<file path="config.mk">
export PLATFORM = sky130hd
export DESIGN_NAME = tick_timer
export DESIGN_NICKNAME = d
export VERILOG_FILES = /design/src/rtl/tick_timer.sv
export SDC_FILE = /design/constraint.sdc
export NUM_CORES = 1
export LEC_CHECK = 0
export BUFFER_PORTS_ARGS = -buffer_cell sky130_fd_sc_hd__buf_2
export CAP_MARGIN = 30
export CORE_MARGIN = 10
export CORE_UTILIZATION = 32
export DETAILED_ROUTE_END_ITERATION = 12
export PLACE_DENSITY = 0.47
export SLEW_MARGIN = 20
export SYNTH_ARGS = -nofsm -noshare
export SYNTH_HDL_FRONTEND = slang
export SYNTH_SLANG_ARGS = --single-unit
</file>
<file path="constraint.sdc">
create_clock -name clk -period 9 [get_ports clk]
set_clock_uncertainty 0.2 [all_clocks]
set_input_delay 0.9 -clock clk [delete_from_list [all_inputs] [get_ports clk]]
set_output_delay 0.9 -clock clk [all_outputs]
set_load 0.01 [all_outputs]
</file>
<file path="src/rtl/tick_timer.sv">
module tick_timer #(
  parameter int CNT_W  = 16,
  parameter int CODE_W = 4,
  parameter int ADDR_W = 5,
  parameter int DATA_W = 32
) (
  input  logic              clk,
  input  logic              rst_n,
  input  logic              wr_en,
  input  logic [ADDR_W-1:0] addr,
  input  logic [DATA_W-1:0] wdata,
  output logic [DATA_W-1:0] rdata,
  output logic              irq
);
  localparam int PRE_W = (1 << CODE_W) - 1;
  localparam logic [ADDR_W-1:0] A_CTRL = ADDR_W'(5'h00);
  localparam logic [ADDR_W-1:0] A_CMD  = ADDR_W'(5'h04);
  localparam logic [ADDR_W-1:0] A_CNT  = ADDR_W'(5'h08);
  localparam logic [ADDR_W-1:0] A_TOP  = ADDR_W'(5'h0C);
  localparam logic [ADDR_W-1:0] A_IEN  = ADDR_W'(5'h10);
  localparam logic [ADDR_W-1:0] A_FLG  = ADDR_W'(5'h14);
  localparam logic [ADDR_W-1:0] A_FSET = ADDR_W'(5'h18);
  localparam logic [ADDR_W-1:0] A_FCLR = ADDR_W'(5'h1C);

  logic [CODE_W-1:0] code;
  logic              down, oneshot, running;
  logic [PRE_W-1:0]  pre_cnt;
  logic [CNT_W-1:0]  cnt, top;
  logic [1:0]        ien, flags;

  wire we_ctrl = wr_en && addr == A_CTRL;
  wire we_cmd  = wr_en && addr == A_CMD;
  wire we_cnt  = wr_en && addr == A_CNT;
  wire we_top  = wr_en && addr == A_TOP;
  wire we_ien  = wr_en && addr == A_IEN;
  wire [1:0] fset = (wr_en && addr == A_FSET) ? wdata[1:0] : 2'b00;
  wire [1:0] fclr = (wr_en && addr == A_FCLR) ? wdata[1:0] : 2'b00;
  wire cmd_start = we_cmd && wdata[0];
  wire cmd_stop  = we_cmd && wdata[1];
  wire unused_bits = ^wdata[DATA_W-1:CNT_W];

  logic [PRE_W:0]   pre_bit;
  logic [PRE_W-1:0] pre_mask;
  assign pre_bit  = (PRE_W+1)'(1) << code;
  assign pre_mask = pre_bit[PRE_W-1:0] - PRE_W'(1);

  wire tick   = running && ((pre_cnt & pre_mask) == pre_mask);
  wire at_end = down ? (cnt == '0) : (cnt == top);
  wire evt    = tick && at_end;
  wire [1:0] hw_set = {evt && down, evt && !down};

  always_ff @(posedge clk or negedge rst_n) begin
    if (!rst_n) begin
      code    <= '0;
      down    <= 1'b0;
      oneshot <= 1'b0;
      top     <= '1;
      ien     <= 2'b00;
    end else begin
      if (we_ctrl) begin
        code    <= wdata[CODE_W-1:0];
        down    <= wdata[4];
        oneshot <= wdata[5];
      end
      if (we_top) top <= wdata[CNT_W-1:0];
      if (we_ien) ien <= wdata[1:0];
    end
  end

  always_ff @(posedge clk or negedge rst_n) begin
    if (!rst_n) begin
      running <= 1'b0;
      pre_cnt <= '0;
    end else begin
      if (cmd_stop)               running <= 1'b0;
      else if (cmd_start)         running <= 1'b1;
      else if (evt && oneshot)    running <= 1'b0;
      if (cmd_start)              pre_cnt <= '0;
      else if (running)           pre_cnt <= pre_cnt + PRE_W'(1);
    end
  end

  always_ff @(posedge clk or negedge rst_n) begin
    if (!rst_n) cnt <= '0;
    else if (we_cnt && !running) cnt <= wdata[CNT_W-1:0];
    else if (tick) begin
      if (at_end)    cnt <= (down && !oneshot) ? top : '0;
      else if (down) cnt <= cnt - CNT_W'(1);
      else           cnt <= cnt + CNT_W'(1);
    end
  end

  always_ff @(posedge clk or negedge rst_n) begin
    if (!rst_n) flags <= 2'b00;
    else        flags <= (flags | hw_set | fset) & ~fclr;
  end

  assign irq = |(flags & ien);

  always_comb begin
    case (addr)
      A_CTRL:  rdata = DATA_W'({oneshot, down, 4'(code)});
      A_CNT:   rdata = DATA_W'(cnt);
      A_TOP:   rdata = DATA_W'(top);
      A_IEN:   rdata = DATA_W'(ien);
      A_FLG:   rdata = DATA_W'(flags);
      default: rdata = '0;
    endcase
  end


  idle_hold_chk: assert property (@(posedge clk) disable iff (!rst_n)
    (!running && !we_cnt) |=> $stable(cnt));

  oneshot_halt_chk: assert property (@(posedge clk) disable iff (!rst_n)
    (evt && oneshot && !cmd_start) |=> !running);

  clear_wins_chk: assert property (@(posedge clk) disable iff (!rst_n)
    (wr_en && addr == A_FCLR && wdata[1]) |=> !flags[1]);

  down_reload_chk: assert property (@(posedge clk) disable iff (!rst_n)
    (tick && down && !oneshot && cnt == '0) |=> cnt == $past(top));

  up_wrap_chk: assert property (@(posedge clk) disable iff (!rst_n)
    (tick && !down && cnt == top) |=> cnt == '0);
endmodule

</file>
==> summary.md, run 1 <==
| Metric | Value |
|---|---|
| Status | `finished clean` |
| WHS | `between 0.3 and 0.4 ns` |
| Die W | `roughly 140 um` |
| Post-synth top area cell | `dfrtp_1` |
| Final Slew Violations | `0` |
| CTS tree | `done` |
| H-tree lvl count | `3` |
| Worst-margin pin slew | `around 0.91 ns` |
| Final HPWL DP | `9342 um` |
| Height of the die | `139.2 um` |
| Placed Area | `4793 um2` |
| Worst slew margin | `39.18%` |
| Pre-CTS setup slack | `5.061 ns` |
| Final min period | `3.948 ns` |
| Register area share after synthesis | `32.36%` |
| Element type at the critical path start | `register` |
| Final setup vio count | `0` |
| Top cells by area, synth | `dfrtp_1 23%, dfstp_2 9.2%, xnor2_1 6.4%, mux2_2 5.9%, ha_1 4.4%` |
| First-pass GRT wire length | `about 22,000 um` |
| Setup TNS | `0 ns` |
| RSZ-0062 raised after global routing | `false` |
| Port bufs | `40` |
| Vias per cell | `roughly 5.6` |
| Tot Pwr | `about 1.4 mW` |
| Final worst setup slack | `5.052 ns` |
| CP max FO | `17` |
| # hold bufs at CTS | `0` |
| LEAKAGE | `roughly 2.1 nW` |
| Syn Inst Count | `between 500 and 600` |
| Max Cap Viol | `0` |
| Post-CTS Resized | `0` |
| Fin cells | `slightly above 700` |
| Gr usage total | `13.84%` |
| Ant diodes | `0` |
| Total clock buffers created by CTS | `9` |
| Core Area | `about 14,000 um2` |
| CTS root buf | `clkbuf_16` |
| Finished Cell Area | `~5100 um2` |
| Arrival time at the worst endpoint | `slightly below 4 ns` |
| DR vias | `~4,000` |
| Avg WL per Cell | `about 18 um` |
| Drt pass-1 iters | `7` |
| Netlist cell types | `73` |
| Largest net degree at the start of global routing | `59` |
| Syn-to-layout area delta | `11.81%` |
| CTS Sinks | `58` |
| Clock transition at the registers of the reported paths | `0.05 ns` |
| CP Data Required Time | `around 9.0 ns` |
| Primary FF master, synth | `dfrtp_1` |
| Ratio of cells with drive above 1 in the final layout | `between 20 and 25%` |
| DRC | `0` |
| Synthesized area | `approximately 4500 um2` |
| WL final | `about 13,000 um` |
| Ports | `73` |
| Initial antenna violation count | `0` |
| Tcrit/Tclk final | `a little over two fifths` |
| Die area | `roughly 19,000 um2` |
| Vias in the first global route | `between 3,000 and 4,000` |
| Final ANT Viol Nets | `0` |
| Hold Fails Final Rpt | `0` |
| Layout net count | `a little under 600` |
| Syn_area_per_cell | `8.986 um2` |
| Postcts setup bufs | `0` |
| Yosys warnings | `0` |
| Ys async rst share | `100.0%` |
| Starting Density | `32.76%` |
| Clock buffer depth | `2` |
| PwrDens | `283.4 nW/um2` |
| Crit Path Class | `reg -> reg` |
| Top post-synthesis cells by count | `42 x dfrtp_1, 42 x nand2_1, 42 x nor2_1` |
| Synthesized flop and latch total | `58` |
| Placed cells | `approximately 700` |
| CP Capture Type | `register` |
| Number of synthesized flops with an enable pin | `0` |
| Yosys top cell area share | `a little under a quarter` |
| Worst-case vdd ir drop | `0.09709 mV` |
| Gpl congestion | `approximately 0.88` |
| Worst Hold Class | `reg -> reg` |
| Worst skew pair latency | `around 0.34 ns` |
| Max Clk Rate | `253.3 MHz` |
| Finished Core Util | `a little over a third` |
| First DRT Iteration DRCs | `around 290` |
| Fillers | `about 1,500` |
| Std-Cell Rows | `43` |
| Total global routing overflow | `0` |
registers in the layout, indices dropped and copies added (netlist names):
name	count
flags	2
cnt	16
ien	2
top	16
pre_cnt	15
code	4
running	1
down	1
oneshot	1
cell type report:
class	instances	area, um2	area share, %
Timing Repair Buffer	46	249.0	4.898
Sequential cell	58	1471	28.94
Clock buffer	13	250.2	4.922
Inverter	15	56.30	1.108
Multi-Input combinational cell	404	2791	54.91
Tap cell	180	225.2	4.430
Clock inverter	3	40.04	0.7876
worst paths after layout:
check / to / depth (start not counted) / slack, ns / start
max in group asynchronous: pre_cnt[5]$_DFFE_PN0P_ / 2 / 7.55 / rst_n
min in group asynchronous: cnt[0]$_DFFE_PN0P_ / 2 / 0.53 / rst_n
min: ien[0]$_DFFE_PN0P_ / 1 / 0.35 / ien[0]$_DFFE_PN0P_
max: cnt[10]$_DFFE_PN0P_ / 10 / 5.05 / code[0]$_DFFE_PN0P_
max reg2reg: cnt[10]$_DFFE_PN0P_ / 10 / 5.05 / code[0]$_DFFE_PN0P_
min reg2reg: ien[0]$_DFFE_PN0P_ / 1 / 0.35 / ien[0]$_DFFE_PN0P_
cells in the final DEF (no fill, tap or decap), types with 6 or more instances in the layout:
master     synthesis  final
nor4_1             7      6
conb_1             1     16
ha_1              16     16
dfrtp_1           42     42
o211ai_1           7      7
dfstp_2           16     16
inv_1             15     15
a22o_1            11     11
o21ai_1            6      6
clkbuf_16          0      9
buf_2              3     40
nor3_1            10     10
nand4_1           11     11
and3_1             7      7
a21oi_1           19     19
o21ai_0           27     27
mux2i_1            7      7
xnor2_1           33     33
mux2_2            24     24
a211oi_1           7      7
nand2_1           42     42
nand3_1           15     15
xor2_1            10     10
nor2_1            42     42
power breakdown:
group          internal, mW  switching (mW)  leakage, nW
logic                 0.296           0.323         1.32
clock network         0.221           0.121        0.144
registers             0.346           0.133        0.679
kinds of logic after synthesis:
family,synth area share [%]
xor+xnor,8.641
compound gates,18.38
mux,7.485
flops,32.36
buf+inv,7.815
other cells,0.08247
fa+ha+maj,4.843
simple gates,20.39
routing by layer:
| layer | vias up | wire length, um | global-route usage (%) |
|---|---|---|---|
| met1 | 1968 | 6687 | 19.41 |
| met3 | 19 | 731 | 2.979 |
| met4 | 0 | 201 | 5.217 |
| met5 | - | 0 | 0 |
| li1 | 1887 | - | - |
| met2 | 130 | 5613 | 20.11 |
worst max-delay path: stages, from the launching register on:
cell and delay (ns):
dfrtp_1 0.62, inv_1 0.19, nand2_1 0.10, ha_1 0.55, xor2_2 0.17, nor4_1 0.08, nor4b_2 0.27, o221ai_1 0.18
or4_1 0.86, and3_2 0.35, a221o_1 0.25
Power figures use the tool's default switching activity.
==> run 2: changes to the inputs <==
- PLACE_DENSITY: 0.47 -> 0.49
- clock period: 9 -> 3.43 ns (I/O delays scaled with it)
==> run 2 against run 1 <==
Sequential share of layout area decreased by 0.94 points; maximum frequency increased by 26%; cell count increased by 2.2%; setup slack got worse by 4.8 ns; design area increased by 3.4%; core utilization increased by 1.2 points; global-route usage increased by 0.16 points; critical path type unchanged; critical endpoint is now cnt[15]$_DFFE_PN0P_; largest power group unchanged.
==> summary.md, run 2 (synthesis gave the netlist of run 1 again) <==
| Metric | Value |
|---|---|
| Worst-margin pin slew | `0.9185 ns (+0.006199 ns)` |
| Worst-case vdd ir drop | `0.2267 mV (+130%)` |
| Critical Path, Cell by Cell | `ha_1 -> and3_1 -> a31o_2 -> a2111o_1 -> o211ai_1 -> o21ai_0 -> xnor2_1 -> o211ai_1` |
| DRC | `0 (unchanged)` |
| Vias per cell | `5.414 (-2.8%)` |
| Fillers | `1,430 (-2.2%)` |
| CTS root buf | `clkbuf_16` |
| Gpl congestion | `0.8292 (-6.0%)` |
| Syn-to-layout area delta | `15.58%` |
| Clock share of power | `23.9% (about the same)` |
| Clock buffer depth | `2 (unchanged)` |
| FF/Latch Area | `1471 um2 (unchanged)` |
| CP Data Required Time | `3.45 ns (-5.58 ns)` |
| Max Cap Viol | `0 (unchanged)` |
| Element type at the critical path start | `register` |
| Die area | `19,380 um2 (unchanged)` |
| Hold Fails Final Rpt | `0 (unchanged)` |
| Worst Reg2Reg Path Length in Cells | `8 (-2)` |
| Max Clk Rate | `319.3 MHz (+26%)` |
| Hold wc startpoint | `wdata[7]` |
| CP Buf/Inv Count | `0 (-1)` |
| RSZ-0062 raised after global routing | `false` |
| CP delay by family, top | `compound AO/OA/AOI/OAI gates` |
| Setup TNS | `0 ns (unchanged)` |
| Ratio of cells with drive above 1 in the final layout | `25.41% (+3.0 points)` |
| DR vias | `3,979 (-0.62%)` |
| Final min period | `3.132 ns (-0.8163 ns)` |
| Gate power share | `44.7% (+1.7 points)` |
| Status | `finished clean` |
| Area of the multi-input gates | `2803 um2 (+0.40%)` |
| Largest stage delay on the critical path | `0.74 ns (-0.12 ns)` |
| Total global routing overflow | `0 (unchanged)` |
| Final worst setup slack | `0.2980 ns (-4.754 ns)` |
| Largest net degree at the start of global routing | `42 (-29%)` |
| Tcrit/Tclk final | `91.31% (+47 points)` |
| Std-Cell Rows | `43 (unchanged)` |
| Switching Share | `40.05% (-0.044 points)` |
| Pre-CTS setup slack | `0.07408 ns (-4.987 ns)` |
| Height of the die | `139.2 um (unchanged)` |
| First DRT Iteration DRCs | `307 (+7.0%)` |
| Final ANT Viol Nets | `0 (unchanged)` |
| Worst Hold Class | `in -> reg` |
| Top flop regs | `cnt (16), top (16), pre_cnt (15)` |
| Port bufs | `40 (unchanged)` |
| Starting Density | `32.76% (unchanged)` |
| Ports | `73 (unchanged)` |
| Drt pass-1 iters | `5 (-2)` |
| Ant diodes | `0 (unchanged)` |
| PwrDens | `740.8 nW/um2 (+160%)` |
| Vias in the first global route | `4,033 (+1.4%)` |
| Die W | `139.2 um (unchanged)` |
| Worst skew pair latency | `0.34 ns (about the same)` |
| CP max FO | `15 (-2)` |
| Worst slew margin | `38.54% (-0.64 points)` |
| Layout net count | `607 (+2.7%)` |
| Fraction of power consumed by sequential logic | `31.4% (-1.8 points)` |
| CTS Sinks | `58 (unchanged)` |
| Clock transition at the registers of the reported paths | `0.05 ns (about the same)` |
| Postcts setup bufs | `0 (unchanged)` |
| Final Slew Violations | `0 (unchanged)` |
| WL final | `13,430 um (+1.5%)` |
| Placed cells | `718 (+2.1%)` |
| Hold depth | `3 (+2)` |
| Crit Path Class | `reg -> reg` |
| Avg WL per Cell | `18.27 um (-0.74%)` |
| Core Area | `13,880 um2 (unchanged)` |
| Most frequent cells in the layout | `42 x nor2_1, 42 x nand2_1, 42 x dfrtp_1` |
| LEAKAGE | `2.234 nW (+4.1%)` |
| Initial antenna violation count | `0 (unchanged)` |
| Fin cells | `735 (+2.2%)` |
| Most common cell on crit path | `o211ai_1` |
| First-pass GRT wire length | `22,220 um (+0.66%)` |
| Final setup vio count | `0 (unchanged)` |
| Slowest cell on crit path | `dfrtp_1` |
| CTS tree | `done` |
| H-tree lvl count | `3 (unchanged)` |
| Reg-to-Reg End | `cnt[15]$_DFFE_PN0P_` |
| Final HPWL DP | `9803 um (+4.9%)` |
| Reg2Reg Setup Slack | `0.30 ns (-4.75 ns)` |
| CP Capture Type | `register` |
| Gr usage total | `13.99% (+0.16 points)` |
| Hold endpoint | `cnt[7]$_DFFE_PN0P_` |
| Net switching power | `1.559 mW (+170%)` |
| Total clock buffers created by CTS | `9 (unchanged)` |
| R2R Path Start | `down$_DFFE_PN0P_` |
| Arrival time at the worst endpoint | `3.15 ns (-0.82 ns)` |
| Internal power | `2.334 mW (+170%)` |
[run 2: changes by cell type in the layout (fill, tap and decap cells not counted), moves of 2 or more]
| cell | delta |
|---|---|
| buf_12 | +2 |
| buf_4 | +14 |
| clkbuf_1 | -2 |
| clkinvlp_4 | +2 |
[run 2: per-layer routing]
metal  vias up  part of all wire [%]  global-route usage [%]
met4         0                   1.7                   5.107
met3        16                   5.6                   3.630
met1      1949                    49                   19.26
met5         -                     0                       0
li1       1907                     -                       -
met2       107                    43                   20.41
[run 2: area by class of cell]
type | count | area share, %
Timing Repair Buffer | 62 | 7.476
Inverter | 15 | 1.071
Sequential cell | 58 | 28.00
Clock inverter | 4 | 0.9524
Tap cell | 180 | 4.286
Clock buffer | 12 | 4.881
Multi-Input combinational cell | 404 | 53.33
[run 2: worst max-delay path by stage]
stage                     depth (start not counted)                start  slack [ns]                  end
after global routing                             11  code[1]$_DFFE_PN0P_       0.007   cnt[5]$_DFFE_PN0P_
after CTS                                        11  code[1]$_DFFE_PN0P_        0.04   cnt[9]$_DFFE_PN0P_
after global placement                           10  code[1]$_DFFE_PN0P_        0.10  cnt[10]$_DFFE_PN0P_
final                                             8     down$_DFFE_PN0P_        0.30  cnt[15]$_DFFE_PN0P_
after floorplan                                  14  code[2]$_DFFE_PN0P_        0.23   cnt[0]$_DFFE_PN0P_
after detailed placement                         11  code[1]$_DFFE_PN0P_        0.07   cnt[7]$_DFFE_PN0P_
[run 2: power groups by stage]
stage                     clock network (mW)  logic [mW]  registers (mW)
after floorplan                            0        1.40            1.11
after global placement                     0        1.70            1.22
after detailed placement                   0        1.72            1.23
after CTS                              0.953        1.73            1.22
after global routing                   0.984        1.96            1.26
final                                  0.931        1.74            1.22
[run 2: timing repair]
| action | in CTS | in global routing |
|---|---|---|
| resized for setup | 0 | 3 |
| hold endpoints to repair | 7 | 0 |
| endpoints found under the setup margin | 0 | 15 |
| hold buffers | 1 | 0 |
[run 2: through the flow]
| step | hold slack [ns] | total power, mW | utilization (%) | instance area, um2 |
|---|---|---|---|---|
| 6_report | 0.02838 | 3.893 | 37.86 | 5255 |
| 5_1_grt | 0.03683 | 4.203 | 37.86 | 5255 |
| 4_1_cts | 0.02135 | 3.902 | 37.78 | 5244 |
| 3_5_place_dp | 0.1303 | 2.945 | 35.50 | 4927 |
| 3_3_place_gp | 0.1241 | 2.915 | 35.50 | 4927 |
| 2_1_floorplan | -0.1526 | 2.512 | - | 4603 |
[run 2: worst reg2reg max path, stage by stage (launching register included)]
cell and delay (ns):
dfrtp_1 0.74, ha_1 0.39, and3_1 0.24, a31o_2 0.27
a2111o_1 0.39, o211ai_1 0.29, o21ai_0 0.17, xnor2_1 0.22
o211ai_1 0.10
